### src/rtl/bus_xcvr_pkg.sv
package bus_xcvr_pkg;
  localparam int unsigned XW = 8;
  typedef logic [XW-1:0] xdata_t;

  // bank accepts its source while both enables are low
  function automatic logic bank_open(input logic ce_n, input logic le_n);
    return ~ce_n & ~le_n;
  endfunction

  // destination drivers are on while both enables are low
  function automatic logic drive_on(input logic ce_n, input logic oe_n);
    return ~ce_n & ~oe_n;
  endfunction
endpackage

### src/rtl/latch_bank.sv
module latch_bank #(
  parameter int unsigned W = 8
) (
  input  logic         clk,
  input  logic         rst_n,
  input  logic         ce_n,
  input  logic         le_n,
  input  logic [W-1:0] src,
  output logic [W-1:0] view
);
  import bus_xcvr_pkg::*;

  logic         open_now;
  logic [W-1:0] held_q;

  assign open_now = bank_open(ce_n, le_n) & rst_n;

  always_ff @(posedge clk or negedge rst_n) begin
    if (!rst_n)        held_q <= '0;
    else if (open_now) held_q <= src;
  end

  assign view = open_now ? src : held_q;


  hold_chk: assert property (@(posedge clk) disable iff (!rst_n)
    !$past(open_now) |-> $stable(held_q));

  capture_chk: assert property (@(posedge clk) disable iff (!rst_n)
    $past(open_now) |-> held_q == $past(src));

  pass_chk: assert property (@(posedge clk) disable iff (!rst_n)
    (!ce_n && !le_n) |-> view == src);
endmodule

### src/rtl/drive_gate.sv
module drive_gate #(
  parameter int unsigned W = 8
) (
  input  logic         clk,
  input  logic         rst_n,
  input  logic         ce_n,
  input  logic         oe_n,
  input  logic [W-1:0] data,
  output logic [W-1:0] out,
  output logic         oe
);
  import bus_xcvr_pkg::*;

  assign oe  = drive_on(ce_n, oe_n) & rst_n;
  assign out = oe ? data : '0;


  drive_off_chk: assert property (@(posedge clk) disable iff (!rst_n)
    (ce_n || oe_n) |-> (!oe && out == '0));

  drive_val_chk: assert property (@(posedge clk) disable iff (!rst_n)
    oe |-> out == data);
endmodule

### src/rtl/bus_xcvr.sv
module bus_xcvr #(
  parameter int unsigned W = bus_xcvr_pkg::XW
) (
  input  logic         clk,
  input  logic         rst_n,
  input  logic [W-1:0] a_in,
  output logic [W-1:0] a_out,
  output logic         a_oe,
  input  logic [W-1:0] b_in,
  output logic [W-1:0] b_out,
  output logic         b_oe,
  input  logic         ab_ce_n,
  input  logic         ab_le_n,
  input  logic         ab_oe_n,
  input  logic         ba_ce_n,
  input  logic         ba_le_n,
  input  logic         ba_oe_n
);
  localparam int unsigned NDIR = 2;

  logic [W-1:0] src_v  [NDIR];
  logic [W-1:0] view_v [NDIR];
  logic [W-1:0] out_v  [NDIR];
  logic         oe_v   [NDIR];
  logic         ce_v   [NDIR];
  logic         le_v   [NDIR];
  logic         oen_v  [NDIR];

  // index 0: A to B, index 1: B to A
  assign src_v[0] = a_in;    assign src_v[1] = b_in;
  assign ce_v[0]  = ab_ce_n; assign ce_v[1]  = ba_ce_n;
  assign le_v[0]  = ab_le_n; assign le_v[1]  = ba_le_n;
  assign oen_v[0] = ab_oe_n; assign oen_v[1] = ba_oe_n;

  for (genvar d = 0; d < NDIR; d++) begin : g_dir
    latch_bank #(.W(W)) i_bank (
      .clk(clk), .rst_n(rst_n), .ce_n(ce_v[d]), .le_n(le_v[d]),
      .src(src_v[d]), .view(view_v[d])
    );
    drive_gate #(.W(W)) i_gate (
      .clk(clk), .rst_n(rst_n), .ce_n(ce_v[d]), .oe_n(oen_v[d]),
      .data(view_v[d]), .out(out_v[d]), .oe(oe_v[d])
    );
  end

  assign b_out = out_v[0];
  assign b_oe  = oe_v[0];
  assign a_out = out_v[1];
  assign a_oe  = oe_v[1];


  ab_iso_chk: assert property (@(posedge clk) disable iff (!rst_n)
    (ab_ce_n && $past(ab_ce_n)) |-> ($stable(b_out) && !b_oe));

  rst_off_chk: assert property (@(posedge clk) !rst_n |-> (!a_oe && !b_oe));
endmodule

### config.mk
export PLATFORM = sky130hd
export DESIGN_NAME = bus_xcvr
export DESIGN_NICKNAME = d
export VERILOG_FILES = /design/src/rtl/bus_xcvr_pkg.sv /design/src/rtl/latch_bank.sv /design/src/rtl/drive_gate.sv /design/src/rtl/bus_xcvr.sv
export SDC_FILE = /design/constraint.sdc
export NUM_CORES = 1
export LEC_CHECK = 0
export CAP_MARGIN = 20
export CORE_ASPECT_RATIO = 1.2
export CORE_MARGIN = 5
export CORE_UTILIZATION = 28
export CTS_CLUSTER_SIZE = 30
export DETAILED_ROUTE_END_ITERATION = 10
export HOLD_SLACK_MARGIN = 0.12
export PLACE_DENSITY = 0.61
export SKIP_LAST_GASP = 1
export SYNTH_ARGS = -nofsm -noshare
export SYNTH_HDL_FRONTEND = slang
export SYNTH_HIERARCHICAL = 1
export SYNTH_SLANG_ARGS = --single-unit
### constraint.sdc
create_clock -name clk -period 1.6 [get_ports clk]
set_input_delay 0.24 -clock clk [delete_from_list [all_inputs] [get_ports clk]]
set_output_delay 0.24 -clock clk [all_outputs]
set_load 0.02 [all_outputs]
### Word-level counts from Yosys, hierarchy flattened

Cells that the tools add are included.

| word-level totals | value |
|---|---|
| flip-flop bits (word level) | 16 |
| bits of input ports | 24 |
| output and inout bits | 18 |
| logic and storage cells | 20 |

| operators by class | value |
|---|---|
| multiplexer cells | 4 |
| bitwise logic cells | 14 |

Operator list:

| cell | number |
|---|---|
| 8-bit two-way mux | 4 |
| 1-bit AND | 8 |
| 1-bit inverter | 6 |

### Longest topological paths before layout

Gate-level depths: netlist of run 1.

| depth | value |
|---|---|
| depth after elaboration | 5 |
| gate-level depth with buffers | 3 |
| depth with buffers taken out | 3 |

### Cells and area by module

The synthesis of run 1 kept the hierarchy.

By module, submodules not included:

| module | times used | cells each | area an instance (um2) |
|---|---|---|---|
| latch_bank | 2 | 17 | 309.0 |
| drive_gate | 2 | 9 | 107.6 |

### Worst setup path after synthesis of run 1

No wires, ideal clock.

| timing | value |
|---|---|
| kind | input -> output |
| from | input port ba_le_n |
| to | output port a_out[0] |
| data arrival time | 1.227 ns |
| slack | 0.133 ns |
| cell stages on the path | 3 |
| buffers on the path | 0 |
| path through | nor3b_4 mux2_2 and4bb_2 |

RTL lines:

| element | RTL line | text |
|---|---|---|
| from (decl) | bus_xcvr.sv:16 | `input logic ba_le_n,` |
| to (decl) | bus_xcvr.sv:7 | `output logic [W-1:0] a_out,` |

==> run metrics, run 1 <==
Layout Nets 133; syn_area_per_cell 16.0 sq um; gr usage total 10.3%; deepest clock path buffer count 2; CTS Buf Count 3; Unique masters post-synth 5; unrepaired setup endpoints after global routing true; antenna violations before repair 0; first-pass GRT wire length 3.44 mm; WS Path Type in -> out; Hold Fails Final Rpt 0; max reg flops 16; RePlAce Congestion 0.710; Root Driver clkbuf_4; Startpoint Class primary input; top cell type's share of synthesized area 48.0%; FILL cells 267; asr flop ratio synth 100%; Post-synth top flop dfrtp_1; Slew Limit Fails 0; Worst-Margin Slew 584 ps; Synth warnings 6; dpl hpwl 1.56 mm; CTS tree yes; initial core utilization 29.4%; Core Rows 21; Tmin final 1630 ps; via density per instance 4.63; Largest regs g_dir.i_bank/held_q x16; I/O pin count 42; Synth Cell Area 833 sq um; Largest Register g_dir.i_bank/held_q; total length of routed wires 2.17 mm; total of max-cap violations 0; H-tree depth 1; commonest cells in the netlist 16 x and4bb_2, 16 x dfrtp_1, 16 x mux2_2; largest family of logic cells by synthesized area simple AND/OR/NAND/NOR gates; share of cells above drive strength 1 65.4%; DR vias 653; CP Capture Type output pin; post-synthesis xor/xnor area fraction 0%; Synth Net Count 76; Core Region 2840 sq um; EDFF count, synth 0; Die Ht 69.8 um; clk sink count 16; post-route ant nets 0; fmax 612 MHz; worst path required time 1360 ps; worst setup margin -33.5 ps; mux share of post-synthesis cell area 21.6%; DRC viols 0; power density cells 711 nW/um^2; Leak 0.670 nW; failing checks negative setup slack; status complete, but fails checks; crit path max fanout 5; Final Setup Violations 16; largest net degree at the start of global routing 17; Synth Area in Adders 0%; sequential cell area fraction in the yosys report 48.0%; router iterations before antenna repair 2; Compound-Gate Fraction of Synth Area 0%; grt ovf 0; Max rail drop VDD 0.000350 V; Worst Hold Class in -> reg; Tcrit/Tclk final 102%; relative slew slack 61.0%; hold_ws 423 ps; largest cells by area after synthesis dfrtp_1 48%, and4bb_2 24%, mux2_2 22%, nor3b_4 4.5%, nor3b_1 1.8%; simple-gate share of the synthesized area 30.3%; Final Skew 0 ps; antenna cells 0; Synth Register Bits 16; DIE AREA 4170 sq um; DRT iter0 DRCs 10; routed length per instance 15.4 um; DIE WIDTH 59.8 um; Power, Total 1.07 mW; synthesized netlist cell count 52; arrival time worst endpoint 1390 ps; area delta synth->final 80.8%; Yosys top cell by area dfrtp_1; clk slew on worst S/H paths 90 ps; vias in the first global route 765; clk_lat worst skew 270 ps; IO buf count 41
[metrics by stage]
step | util (%) | instance area, sq um | setup TNS (ps) | setup WS (ps) | cells
final | 53.1 | 1510 | -343 | -33.5 | 141
after global placement | 47.6 | 1350 | -16280 | -925 | 134
after detailed placement | 47.6 | 1350 | -16860 | -945 | 134
after global routing | 53.1 | 1510 | -897 | -79.3 | 141
after CTS | 48.1 | 1370 | -899 | -74.1 | 139
after floorplan | - | 833 | 0 | 133 | 52
[logic make-up (layout without fill, tap and decap cells)]
kind of cell           count (synthesis)  count (layout)
flip-flops                            16              16
AND/OR/NAND/NOR                       20              20
buffers and inverters                  0              55
multiplexers                          16              16
[where the power goes]
part | switching [mW] | leakage (nW) | internal, mW
registers | 0.0201 | 0.189 | 0.479
clock network | 0.118 | 0.0138 | 0.0870
logic | 0.124 | 0.467 | 0.242
total | 0.262 | 0.670 | 0.808
[area by class of cell]
type / count / area [sq um] / share of cell area, %
Clock buffer: 3 / 22.5 / 1.50
Sequential cell: 16 / 400 / 26.6
Timing Repair Buffer: 52 / 543 / 36.0
Multi-Input combinational cell: 36 / 498 / 33.1
Tap cell: 34 / 42.5 / 2.82
[worst paths after layout]
check	from	endpoint	slack (ps)	cells after the start
setup / recovery	ba_le_n	a_out[7]	-30	6
hold / removal	ba_le_n	g_dir[1].i_bank/held_q[1]	420	4
setup reg to reg	g_dir[1].i_bank/held_q[3]	g_dir[1].i_bank/held_q[3]	730	2
hold reg to reg	g_dir[1].i_bank/held_q[1]	g_dir[1].i_bank/held_q[1]	500	1
max in group asynchronous	rst_n	g_dir[1].i_bank/held_q[1]	560	3
min in group asynchronous	rst_n	g_dir[1].i_bank/held_q[6]	430	3
[critical path, stage by stage]
cell      delay, ps
buf_6           100
nor3b_4         220
buf_6           160
mux2_4          300
and4bb_2        240
buf_6           130
[timing repair]
| action | in CTS | in global routing |
|---|---|---|
| hold buffers | 2 | 0 |
| setup buffers | 0 | 2 |
| pin swaps | 3 | 4 |
| endpoints found under the setup margin | 18 | 18 |
| endpoints found under the hold margin | 16 | 0 |
| resized for setup | 111 | 40 |
[cell usage in the layout, fill, tap and decap left out]
cell             synthesis  layout
nor3b_1                  2       1
nor3b_4                  2       2
clkbuf_4                 0       3
buf_4                    0       6
dlymetal6s2s_1           0       1
mux2_4                   0      16
buf_12                   0       1
dlygate4sd3_1            0       2
and4bb_2                16      16
clkbuf_2                 0       1
nor3b_2                  0       1
clkdlybuf4s15_2          0       1
dfrtp_1                 16      16
buf_6                    0      23
clkdlybuf4s50_1          0      17
[routing by layer]
metal	global-route usage [%]	routed length, um	share of wire (%)
met5	0	0	0
met4	2.22	0	0
met3	3.72	185	8.5
met2	16.8	973	45
met1	12.8	1010	47
No activity file was read; power rests on OpenSTA's default activity.
==> run 2: changes to the inputs <==
- clock period: 1.6 -> 1.73 ns (I/O delays scaled with it)
==> run 2 against run 1 <==
  * The flow now finishes without violations
  * Combinational power shrank 14%
  * First-iteration DRC count shrank 20%
  * Clock power shrank 8%
  * Global-route usage grew 0.29 points
  * Die area is the same
  * Final area shrank 3.5%
  * Register-to-register slack gained 140 ps
  * Critical endpoint is now b_out[7]
  * Highest routed layer unchanged
==> run metrics, run 2 (synthesis results as in run 1) <==
status complete, no violations; Largest regs g_dir.i_bank/held_q x16; unrepaired setup endpoints after global routing true; DRC viols 0; Root Driver clkbuf_4; DRT iter0 DRCs 8; initial core utilization 29.4%; CTS Buf Count 3; worst reg2reg path depth 2; CTS tree yes; Die Ht 69.8 um; I/O pin count 42; DIE AREA 4170 sq um; DR vias 654; area of placed instances 1350 sq um; fmax 589 MHz; setup tns final 0 ps; Worst Hold Class in -> async; Largest Register g_dir.i_bank/held_q; worst reg2reg endpoint g_dir[1].i_bank/held_q[7]; Startpoint Class primary input; clk_lat worst skew 270 ps; Leak 0.653 nW; DIE WIDTH 59.8 um; router iterations before antenna repair 2; RePlAce Congestion 0.710; via density per instance 4.67; Core Region 2840 sq um; gr usage total 10.6%; Hold Fails Final Rpt 0; worst r2r src g_dir[1].i_bank/held_q[7]; fin cells 140; arrival time worst endpoint 1440 ps; CP max-delay cell mux2_4; crit path max fanout 8; Final Setup Violations 0; FILL cells 278; Power, Total 0.965 mW; IO buf count 41; largest net degree at the start of global routing 17; post-route ant nets 0; clk slew on worst S/H paths 90 ps; vias in the first global route 768; most frequent cells in the layout 17 x clkdlybuf4s50_1, 16 x dfrtp_1, 16 x and4bb_2; Tmin final 1700 ps; dpl hpwl 1.56 mm; cell area after layout 1450 sq um; clk sink count 16; antenna cells 0; antenna violations before repair 0; H-tree depth 1; crit path cell chain buf_2, nor3b_4, buf_12, mux2_4, and4bb_2, buf_4; Worst-Margin Slew 584 ps; Max rail drop VDD 0.000317 V; Final Skew 0 ps; Layout Nets 132; WS Path Type in -> out; deepest clock path buffer count 2; power density cells 664 nW/um^2; area delta synth->final 74.5%; CP Capture Type output pin; R2R setup slack 870 ps; routed length per instance 15.3 um; max reg flops 16; worst path required time 1470 ps; total of max-cap violations 0; grt ovf 0; total length of routed wires 2.14 mm; relative slew slack 60.9%; first-pass GRT wire length 3.53 mm; share of cells above drive strength 1 63.2%; commonest non-fill, non-tap cell in the layout clkdlybuf4s50_1; post-placement cell count 134; Core Rows 21; Crit path largest cell delay 300 ps; Slew Limit Fails 0; Tcrit/Tclk final 98.2%
[run 2: cell count changes in the layout (fill, tap and decap cells not counted), sizes merged]
cell / delta
dlygate4sd2: +2
buf: -1
clkbuf: -1
clkdlybuf4s15: -1
[run 2: worst max path at each step]
stage	start	endpoint	slack, ps	depth (start not counted)
after CTS	ba_ce_n	a_out[4]	-40	6
after floorplan	ba_le_n	a_out[0]	220	3
final	ab_le_n	b_out[7]	30	6
after detailed placement	rst_n	a_out[4]	-850	6
after global routing	ba_le_n	a_out[3]	-9	6
after global placement	rst_n	a_out[0]	-830	6
[run 2: where the power goes]
part           total (mW)  internal (mW)  switching [mW]
registers           0.461          0.443          0.0180
clock network       0.188         0.0805           0.107
logic               0.316          0.205           0.111
total               0.965          0.728           0.237
[run 2: critical path: cells and delay by family]
family | cells | cell delay, ps
mux | 1 | 300
simple gates | 2 | 450
buf+inv | 3 | 420
[run 2: area by class of cell]
type	count	area, sq um	share of cell area, %
multi-input combinational	36	487	33.5
clock buffer	3	22.5	1.55
timing repair buffer	51	502	34.5
tap	34	42.5	2.93
sequential	16	400	27.5
[run 2: routing by layer]
metal | track usage, % | vias to the layer above | wire (um)
met2 | 17.3 | 35 | 942
met5 | 0 | - | 0
met4 | 1.48 | 0 | 0
met3 | 3.54 | 0 | 185
li1 | - | 318 | -
met1 | 13.8 | 301 | 1010
[run 2: per-stage QoR]
step                hold WS (ps)  utilization (%)  setup slack, ps
CTS                          469             49.2            -40.3
floorplan                  -36.1                -              224
finish                       448             51.2             31.3
detailed placement           481             47.6             -854
global route                 435             51.2            -8.95
global placement             476             47.6             -834
[run 2: timing repair]
item                                    in CTS  in global routing
gates cloned                                 0                  0
resized for setup                          118                 16
endpoints found under the hold margin       16                  0
pin swaps                                    2                  4
endpoints found under the setup margin      18                 16
hold buffers                                 2                  0
buffers inserted                             1                  0
